`src/rtl/i2cbm_pkg.sv`:
```
package i2cbm_pkg;
  localparam int DIV_W = 4;
  localparam logic [1:0] SEL_CTRL = 2'd0;
  localparam logic [1:0] SEL_STAT = 2'd1;
  localparam logic [1:0] SEL_DATA = 2'd2;

  typedef enum logic [2:0] {
    E_IDLE, E_START, E_BIT, E_HOLD, E_STOP
  } eng_state_t;

  typedef enum logic [1:0] {
    C_NEXT, C_RESTART, C_STOP
  } step_cmd_t;
endpackage

```
`src/rtl/i2cbm_tick.sv`:
```
module i2cbm_tick #(
  parameter int PRE_LO = 16,
  parameter int PRE_HI = 512,
  parameter int DIV_W  = 4
) (
  input  logic             clk,
  input  logic             rst,
  input  logic             run,
  input  logic             pre_hi,
  input  logic [DIV_W-1:0] div_sel,
  output logic             tick
);
  // one phase is a quarter of an SCL period
  localparam int Q_LO  = PRE_LO / 4;
  localparam int Q_HI  = PRE_HI / 4;
  localparam int CNT_W = $clog2(Q_HI * (2 ** DIV_W)) + 1;

  logic [CNT_W-1:0] cnt;
  logic [CNT_W-1:0] last;

  always_comb begin
    last = CNT_W'((pre_hi ? Q_HI : Q_LO) * (int'(div_sel) + 1) - 1);
    tick = run && (cnt == last);
  end

  always_ff @(posedge clk) begin
    if (rst || !run) cnt <= '0;
    else if (tick)   cnt <= '0;
    else             cnt <= cnt + 1'b1;
  end
endmodule

```
`src/rtl/i2cbm_busmon.sv`:
```
module i2cbm_busmon (
  input  logic clk,
  input  logic rst,
  input  logic scl_in,
  input  logic sda_in,
  output logic busy
);
  logic scl_q, sda_q;
  logic start_seen, stop_seen;

  always_comb begin
    start_seen = scl_q && scl_in && sda_q && !sda_in;
    stop_seen  = scl_q && scl_in && !sda_q && sda_in;
  end

  always_ff @(posedge clk) begin
    if (rst) begin
      scl_q <= 1'b1;
      sda_q <= 1'b1;
      busy  <= 1'b0;
    end else begin
      scl_q <= scl_in;
      sda_q <= sda_in;
      if (start_seen)     busy <= 1'b1;
      else if (stop_seen) busy <= 1'b0;
    end
  end
endmodule

```
`src/rtl/i2cbm_engine.sv`:
```
module i2cbm_engine
  import i2cbm_pkg::*;
(
  input  logic       clk,
  input  logic       rst,
  input  logic       tick,
  input  logic       start_req,
  input  logic       go,
  input  step_cmd_t  go_cmd,
  input  logic       rx_mode,
  input  logic       ack_gen,
  input  logic [7:0] tx_byte,
  input  logic       sda_in,
  output logic       run,
  output logic       scl_low,
  output logic       sda_low,
  output logic       byte_done,
  output logic       rx_load,
  output logic [7:0] rx_byte,
  output logic       ack_seen
);
  eng_state_t st;
  logic [1:0] ph;
  logic [3:0] bitn;
  logic [7:0] txsh;
  logic       addr_byte;
  logic       is_tx;
  logic       scl_d, sda_d;

  always_comb begin
    is_tx = addr_byte || !rx_mode;
    run   = (st == E_START) || (st == E_BIT) || (st == E_STOP);
    scl_d = 1'b0;
    sda_d = 1'b0;
    case (st)
      E_START: begin
        scl_d = (ph == 2'd0) || (ph == 2'd3);
        sda_d = (ph == 2'd2) || (ph == 2'd3);
      end
      E_BIT: begin
        scl_d = (ph == 2'd0) || (ph == 2'd3);
        if (bitn == 4'd8) sda_d = !is_tx && ack_gen;
        else              sda_d = is_tx && !txsh[7];
      end
      E_HOLD: scl_d = 1'b1;
      E_STOP: begin
        scl_d = (ph == 2'd0);
        sda_d = (ph != 2'd2);
      end
      default: begin
        scl_d = 1'b0;
        sda_d = 1'b0;
      end
    endcase
  end

  always_ff @(posedge clk) begin
    if (rst) begin
      st        <= E_IDLE;
      ph        <= '0;
      bitn      <= '0;
      txsh      <= '0;
      rx_byte   <= '0;
      addr_byte <= 1'b0;
      ack_seen  <= 1'b0;
      byte_done <= 1'b0;
      rx_load   <= 1'b0;
      scl_low   <= 1'b0;
      sda_low   <= 1'b0;
    end else begin
      scl_low   <= scl_d;
      sda_low   <= sda_d;
      byte_done <= 1'b0;
      rx_load   <= 1'b0;
      case (st)
        E_IDLE: if (start_req) begin
          st        <= E_START;
          ph        <= 2'd1;
          txsh      <= tx_byte;
          addr_byte <= 1'b1;
        end
        E_START: if (tick) begin
          if (ph == 2'd3) begin
            st   <= E_BIT;
            ph   <= 2'd0;
            bitn <= '0;
          end else ph <= ph + 2'd1;
        end
        E_BIT: if (tick) begin
          if (ph == 2'd1) begin
            if (bitn == 4'd8) ack_seen <= sda_in;
            else              rx_byte  <= {rx_byte[6:0], sda_in};
          end
          if (ph == 2'd3) begin
            ph <= 2'd0;
            if (bitn == 4'd8) begin
              st        <= E_HOLD;
              byte_done <= 1'b1;
              rx_load   <= !addr_byte && rx_mode;
              addr_byte <= 1'b0;
            end else begin
              bitn <= bitn + 4'd1;
              txsh <= {txsh[6:0], 1'b0};
            end
          end else ph <= ph + 2'd1;
        end
        E_HOLD: if (go) begin
          ph <= 2'd0;
          case (go_cmd)
            C_RESTART: begin
              st        <= E_START;
              txsh      <= tx_byte;
              addr_byte <= 1'b1;
            end
            C_STOP: st <= E_STOP;
            default: begin
              st   <= E_BIT;
              bitn <= '0;
              txsh <= tx_byte;
            end
          endcase
        end
        E_STOP: if (tick) begin
          if (ph == 2'd2) begin
            st <= E_IDLE;
            ph <= 2'd0;
          end else ph <= ph + 2'd1;
        end
        default: st <= E_IDLE;
      endcase
    end
  end
endmodule

```
`src/rtl/i2c_byte_master.sv`:
```
module i2c_byte_master
  import i2cbm_pkg::*;
#(
  parameter int PRE_LO = 16,
  parameter int PRE_HI = 512
) (
  input  logic       clk,
  input  logic       rst,
  input  logic       wr_en,
  input  logic [1:0] wr_sel,
  input  logic [7:0] wr_data,
  output logic [7:0] ctrl_q,
  output logic [7:0] stat_q,
  output logic [7:0] data_q,
  output logic       irq,
  input  logic       scl_in,
  input  logic       sda_in,
  output logic       scl_low,
  output logic       sda_low
);
  logic             ack_gen_q, pre_hi_q, ien_q, pend_q, oen_q;
  logic [DIV_W-1:0] div_q;
  logic [1:0]       mode_q;
  logic [7:0]       dreg;
  step_cmd_t        cmd_q;
  logic             wr_ctrl, wr_stat, wr_dat;
  logic             go, start_req;
  logic             tick, run, byte_done, rx_load, ack_seen, busy;
  logic [7:0]       rx_byte;

  always_comb begin
    wr_ctrl   = wr_en && (wr_sel == SEL_CTRL);
    wr_stat   = wr_en && (wr_sel == SEL_STAT);
    wr_dat    = wr_en && (wr_sel == SEL_DATA);
    go        = wr_ctrl && !wr_data[4] && pend_q;
    start_req = wr_stat && wr_data[7] && wr_data[5] && wr_data[4] && !pend_q;
    ctrl_q    = {ack_gen_q, pre_hi_q, ien_q, pend_q, div_q};
    stat_q    = {mode_q, busy, oen_q, 3'b000, ack_seen};
    data_q    = dreg;
  end

  always_ff @(posedge clk) begin
    if (rst) begin
      ack_gen_q <= 1'b0;
      pre_hi_q  <= 1'b0;
      ien_q     <= 1'b0;
      pend_q    <= 1'b0;
      div_q     <= '0;
      mode_q    <= '0;
      oen_q     <= 1'b0;
      dreg      <= '0;
      cmd_q     <= C_NEXT;
      irq       <= 1'b0;
    end else begin
      irq <= pend_q && ien_q;
      if (wr_ctrl) begin
        ack_gen_q <= wr_data[7];
        pre_hi_q  <= wr_data[6];
        ien_q     <= wr_data[5];
        div_q     <= wr_data[DIV_W-1:0];
      end
      if (byte_done) pend_q <= 1'b1;
      else if (go)   pend_q <= 1'b0;
      if (wr_stat) begin
        mode_q <= wr_data[7:6];
        oen_q  <= wr_data[4];
        if (pend_q) cmd_q <= wr_data[5] ? C_RESTART : C_STOP;
      end else if (go) cmd_q <= C_NEXT;
      if (rx_load)     dreg <= rx_byte;
      else if (wr_dat) dreg <= wr_data;
    end
  end

  i2cbm_tick #(.PRE_LO(PRE_LO), .PRE_HI(PRE_HI), .DIV_W(DIV_W)) u_tick (
    .clk(clk), .rst(rst), .run(run), .pre_hi(pre_hi_q), .div_sel(div_q), .tick(tick)
  );

  i2cbm_busmon u_mon (
    .clk(clk), .rst(rst), .scl_in(scl_in), .sda_in(sda_in), .busy(busy)
  );

  i2cbm_engine u_eng (
    .clk(clk), .rst(rst), .tick(tick), .start_req(start_req), .go(go),
    .go_cmd(cmd_q), .rx_mode(!mode_q[0]), .ack_gen(ack_gen_q), .tx_byte(dreg),
    .sda_in(sda_in), .run(run), .scl_low(scl_low), .sda_low(sda_low),
    .byte_done(byte_done), .rx_load(rx_load), .rx_byte(rx_byte), .ack_seen(ack_seen)
  );
endmodule

```
`config.mk`:
```
export PLATFORM = sky130hd
export DESIGN_NAME = i2c_byte_master
export DESIGN_NICKNAME = d
export VERILOG_FILES = /design/src/rtl/i2cbm_pkg.sv /design/src/rtl/i2cbm_tick.sv /design/src/rtl/i2cbm_busmon.sv /design/src/rtl/i2cbm_engine.sv /design/src/rtl/i2c_byte_master.sv
export SDC_FILE = /design/constraint.sdc
export NUM_CORES = 1
export LEC_CHECK = 0
export BUFFER_PORTS_ARGS = -buffer_cell sky130_fd_sc_hd__buf_2
export CORE_UTILIZATION = 53
export CTS_CLUSTER_SIZE = 24
export DETAILED_ROUTE_END_ITERATION = 8
export PLACE_DENSITY_LB_ADDON = 0.1
export SLEW_MARGIN = 25
export SYNTH_ARGS = -nofsm -noshare
export SYNTH_HDL_FRONTEND = slang
export SYNTH_SLANG_ARGS = --single-unit
```
`constraint.sdc`:
```
create_clock -name clk -period 3.71 [get_ports clk]
set_clock_uncertainty 0.2 [all_clocks]
set_input_delay 0.1855 -clock clk [delete_from_list [all_inputs] [get_ports clk]]
set_output_delay 0.1855 -clock clk [all_outputs]
set_load 0.05 [all_outputs]
```
## Yosys cells after proc, flatten, opt, wreduce, memory -nomap -nowiden

Index checks and enable logic that the tools add are counted.

| word-level totals | value |
|---|---|
| bits of input ports | 15 |
| register bits after elaboration | 68 |
| logic and storage cells | 175 |

| operators by class | value |
|---|---|
| multipliers | 1 |
| add/sub/neg operators | 5 |
| eq/ne operators | 29 |
| bitwise operators | 4 |
| reductions and logical operators | 57 |
| mux-type cells | 54 |

Operators with widths:

| operator | count |
|---|---|
| $mux 8 | 9 |
| $mul 32x32->12 | 1 |
| $mux 4 | 7 |
| $ne 2x2->1 const B | 14 |
| $mux 3 | 9 |
| $pmux 8 s3 | 1 |
| $logic_and 1x1->1 | 19 |
| $mux 2 | 9 |
| $pmux 3 s5 | 1 |
| $reduce_and 7->1 | 2 |
| $add 12x1->12 const B | 1 |
| $eq 12x12->1 | 1 |
| $mux 1 | 12 |
| $pmux 4 s3 | 1 |
| $sub 12x2->12 const B | 1 |
| $logic_not 1->1 | 9 |
| $pmux 1 s3 | 3 |
| $reduce_and 9->1 | 1 |
| $eq 2x2->1 const B | 4 |
| $pmux 2 s4 | 1 |
| $reduce_and 4->1 | 2 |
| $reduce_and 8->1 | 1 |
| $reduce_bool 2->1 | 4 |
| $eq 2x1->1 const B | 3 |
| other kinds (20) | 34 |

## Depth between registers and ports, before layout

| logic depth | value |
|---|---|
| word-level depth | 8 |
| gate-level depth with buffers | 16 |
| mapped depth without buffers | 15 |

## Hierarchy

A second synthesis with hierarchy kept.

| unflattened totals | value |
|---|---|
| cell total of the unflattened synthesis | 458 |
| area, all modules | 4135.2 um^2 |

Modules (own cells, without submodules):

| module | area an instance (um^2) | cells an instance | times used |
|---|---|---|---|
| i2cbm_engine | 1766.7 | 197 | 1 |
| i2cbm_tick | 1187.4 | 141 | 1 |
| i2c_byte_master | 1081.0 | 110 | 1 |
| i2cbm_busmon | 100.1 | 10 | 1 |

## Least setup slack after synthesis

Ideal clock, no wire load.

| timing path | value |
|---|---|
| path kind | register to register |
| from | register div_q[0] |
| to | register u_eng.txsh[5] |
| setup slack | -0.706 ns |
| required time | 3.422 ns |
| setup time | 0.088 ns |
| buffers on the path | 1 |
| stages on the path, launching flop included | 17 |
| clock period less this slack | 4.416 ns |
| data arrival time | 4.127 ns |
| path through | dfxtp_1 nand3_1 xor2_1 or2_2 ha_1 inv_1 ha_1 ha_1 nand3_1 a22oi_2 a31oi_1 xnor3_1 nand4_2 a2111oi_4 buf_6 nor2_1 a311oi_2 |

| between the ends | value |
|---|---|
| cells in the longest elaborated chain, start to end | 7 |

RTL lines:

| element | line | source |
|---|---|---|
| start, declared | i2c_byte_master.sv:22 | `logic [DIV_W-1:0] div_q;` |
| start signal, assigned | i2c_byte_master.sv:60 | `div_q <= wr_data[DIV_W-1:0];` |
| $add 4x1->5 | i2cbm_tick.sv:22 | `last = CNT_W'((pre_hi ? Q_HI : Q_LO) * (int'(div_sel) + 1) - 1);` |
| $mul 32x32->12 | i2cbm_tick.sv:22 |  |
| $sub 12x2->12 | i2cbm_tick.sv:22 |  |
| $eq 12x12->1 | i2cbm_tick.sv:23 | `tick = run && (cnt == last);` |
| $logic_and 1x1->1 | i2cbm_tick.sv:23 |  |
| $ne 2x2->1 (no source line) | -- |  |
| $reduce_and 7->1 (no source line) | -- |  |
| end signal, assigned | i2cbm_engine.sv:79 | `txsh <= tx_byte;` |
| end signal, assigned | i2cbm_engine.sv:103 | `txsh <= {txsh[6:0], 1'b0};` |
| end signal, assigned | i2cbm_engine.sv:112 | `txsh <= tx_byte;` |
| end, declared | i2cbm_engine.sv:25 | `logic [7:0] txsh;` |

Every way passes these cells.
A chain may end at the register's enable or synchronous reset.

## Final worst setup path

| timing path | value |
|---|---|
| from | register div_q[1] |
| to | register u_eng.txsh[7] |

The elaborated chain is that of the path after synthesis.

==> results.txt <==
Layout cell share with drive strength beyond 1: 22.0%
Clk slew on worst S/H paths: 0.07 ns
Placer Congestion: 0.839
Final worst slack: 0.0142 ns
Critical Path AT: 3.69 ns
Fin area: 4780 µm²
Worst r2r dst: u_eng.txsh[7]
Hold path depth: 4
Worst Hold Class: in -> reg
Type of origin of the critical path: register
Main synth FF type: dfxtp_1
Most frequent cells after synthesis: dfxtp_1, nor2_1, nand2_1
TritonCTS buffer count: 9
Vias in the first global route: 3,082
Critical Path Max Stage Delay: 0.38 ns
Largest net degree at the start of global routing: 42
Fmax: 271 MHz
Root buffer cell: clkbuf_8
Port Buffers: 38
Final HPWL DP: 6.13 mm
Top cell type by total area after synthesis: dfxtp_1
Ys async rst share: 0%
Netlist cell types: 55
Fillcell total: 582
DR pass1 iterations: 4
FF+latch count, synth: 68
CP startpoint: div_q[1]
H-tree levels: 3
First-pass GRT wire length: 14.4 mm
RSZ-0062 raised after global routing: true
Period Utilization, post-route: 99.6%
Cell leakage power: 1.92 nW
DR DRC count: 0
Setup violations, final: 0
TritonCTS clock tree: yes
DRT antenna net count: 0
CP required: 3.71 ns
Top-area cell type share of the netlist area: 34.7%
Setup crit end kind: register
Clock latency on the worst-skew pair: 0.35 ns
Depth of the most critical reg-to-reg path: 17
WL/cell: 14.0 µm
Max-cap violations: 0
Reg2reg setup slack: 0.01 ns
Fin. Hold Viols: 0
Status: complete, no violations
Placed instance area: 4240 µm²
Relative slew slack: 50.2%
Die height: 88.0 µm
Slew Limit Fails: 0
Worst setup path end: u_eng.txsh[7]
Peak VDD IR: 0.324 mV
Initial antenna violation count: 0
Crit-path max FO: 8
Worst Hold Margin: 0.0239 ns
CP max stage cell: dfxtp_4
Power Density: 447 nW/µm²
Sequential share of the synthesized area: 34.7%
Via Count: 3,361
Crit path top cell by count: ha_4
Avg Cell Area, Syn: 8.41 µm²
Worst-Margin Slew: 0.747 ns
Overflow after GRT: 0
Total power: 2.14 mW
Nets: 561
Dpl ws: -0.0314 ns
WS Path Type: reg -> reg
Die width: 88.0 µm
Area Growth Syn to Fin: 22.1%
Row count: 30
Clock sink count: 68
Initial core utilization: 56.1%
Routed WL: 8.65 mm
Number of flops mapped to enable cells by yosys: 0
Synth warn: 0
DR iter-0 viols: 181
Core Area: 6980 µm²
DR vias/cell: 5.44
Fin crit period: 3.70 ns
Post-Syn Area: 3920 µm²
Crit-path cells: nand3_4, xor2_2, or2_4, ha_4, inv_2, ha_4, ha_4, xnor2_2, xor2_1, a2bb2oi_1, and4bb_2, nand4_2, a2111oi_4, buf_12, buf_8, buf_4, a311oi_1
Synth Instances: 466
Global Route Usage Sum: 23.8%
# IOs: 42
RR Startpoint: div_q[1]
Clock Path Buffers: 2
Synth area leaders: dfxtp_1, ha_1, nor2_1
Die ar.: 7740 µm²
# diodes: 0
cell type report:
type / instances / area (µm²) / area share (%)
tap: 96 / 120 / 2.51
inverter: 25 / 93.8 / 1.96
timing repair buffer: 67 / 482 / 10.1
sequential: 68 / 1370 / 28.7
multi-input combinational: 346 / 2470 / 51.6
clock buffer: 9 / 124 / 2.59
clock inverter: 7 / 121 / 2.54
worst max-delay path: cells and delay by family, from the launching register on:
family | cells | cell delay, ns
fa+ha+maj | 3 | 0.73
xor+xnor | 3 | 0.44
compound gates | 3 | 0.60
flops | 1 | 0.38
simple gates | 4 | 0.78
buf+inv | 4 | 0.42
worst min path at each step:
stage | startpoint | end
finish | wr_sel[1] | mode_q[1]
CTS | wr_sel[1] | mode_q[1]
floorplan | rst | u_eng.byte_done
detailed placement | scl_in | u_mon.scl_q
global placement | scl_in | u_mon.scl_q
global route | wr_sel[1] | mode_q[0]
cell usage in the layout, fill, tap and decap left out, types with 10 or more instances in the layout:
cell type and instances:
mux2i_1 24, nand2b_1 16, dlygate4sd3_1 10, nand3_1 15
o21ai_0 12, dfxtp_1 64, inv_1 24, nor2_1 67
buf_2 38, a21oi_1 23, nand2_1 43, buf_4 14
ha_1 24, xor2_1 13
power by group:
group	internal [mW]	switching (mW)	leakage, nW
clock	0.450	0.290	0.120
sequential	0.788	0.0556	0.554
combinational	0.255	0.298	1.25
sequential cells by signal (all words and copies together) (netlist names), 2 cells and up:
signal / flops
u_eng.bitn: 4
div_q: 4
mode_q: 2
u_eng.ph: 2
cmd_q: 2
u_tick.cnt: 12
u_eng.txsh: 8
u_eng.rx_byte: 8
data_q: 8
u_eng.st: 3
kinds of logic (layout without fill, tap and decap cells):
logic type               count (synthesis)  in the layout  share of synthesized area, %
XOR/XNOR                                27             27                          6.39
flip-flops                              68             68                          34.7
other                                    1              3                        0.0957
adder cells (fa/ha/maj)                 29             29                          9.26
buffers and inverters                   54            108                          6.45
multiplexers                            26             26                          6.68
AND/OR/NAND/NOR                        182            182                          22.3
AO/OA/AOI/OAI                           79             79                          14.1
metrics by stage:
stage	std cells	setup TNS [ns]	utilization (%)
6_report	618	0	68.5
2_1_floorplan	468	0	-
4_1_cts	616	-0.0718	66.8
3_3_place_gp	586	0	60.8
5_1_grt	618	-0.961	68.5
3_5_place_dp	586	-0.0855	60.8
what timing repair did:
| item | CTS | global route |
|---|---|---|
| endpoints found under the hold margin | 17 | 0 |
| resized for setup | 11 | 18 |
| setup endpoints to repair | 12 | 38 |
| buffers inserted | 4 | 2 |
| hold buffers | 10 | 0 |
| pin swaps | 5 | 8 |
per-layer routing:
metal	global-route usage, %	part of all wire, %
met1	31.8	48
met2	38.5	47
met3	5.66	3.5
met4	5.81	1.2
met5	0	0
Note: power is estimated with default switching activity, not from simulation.
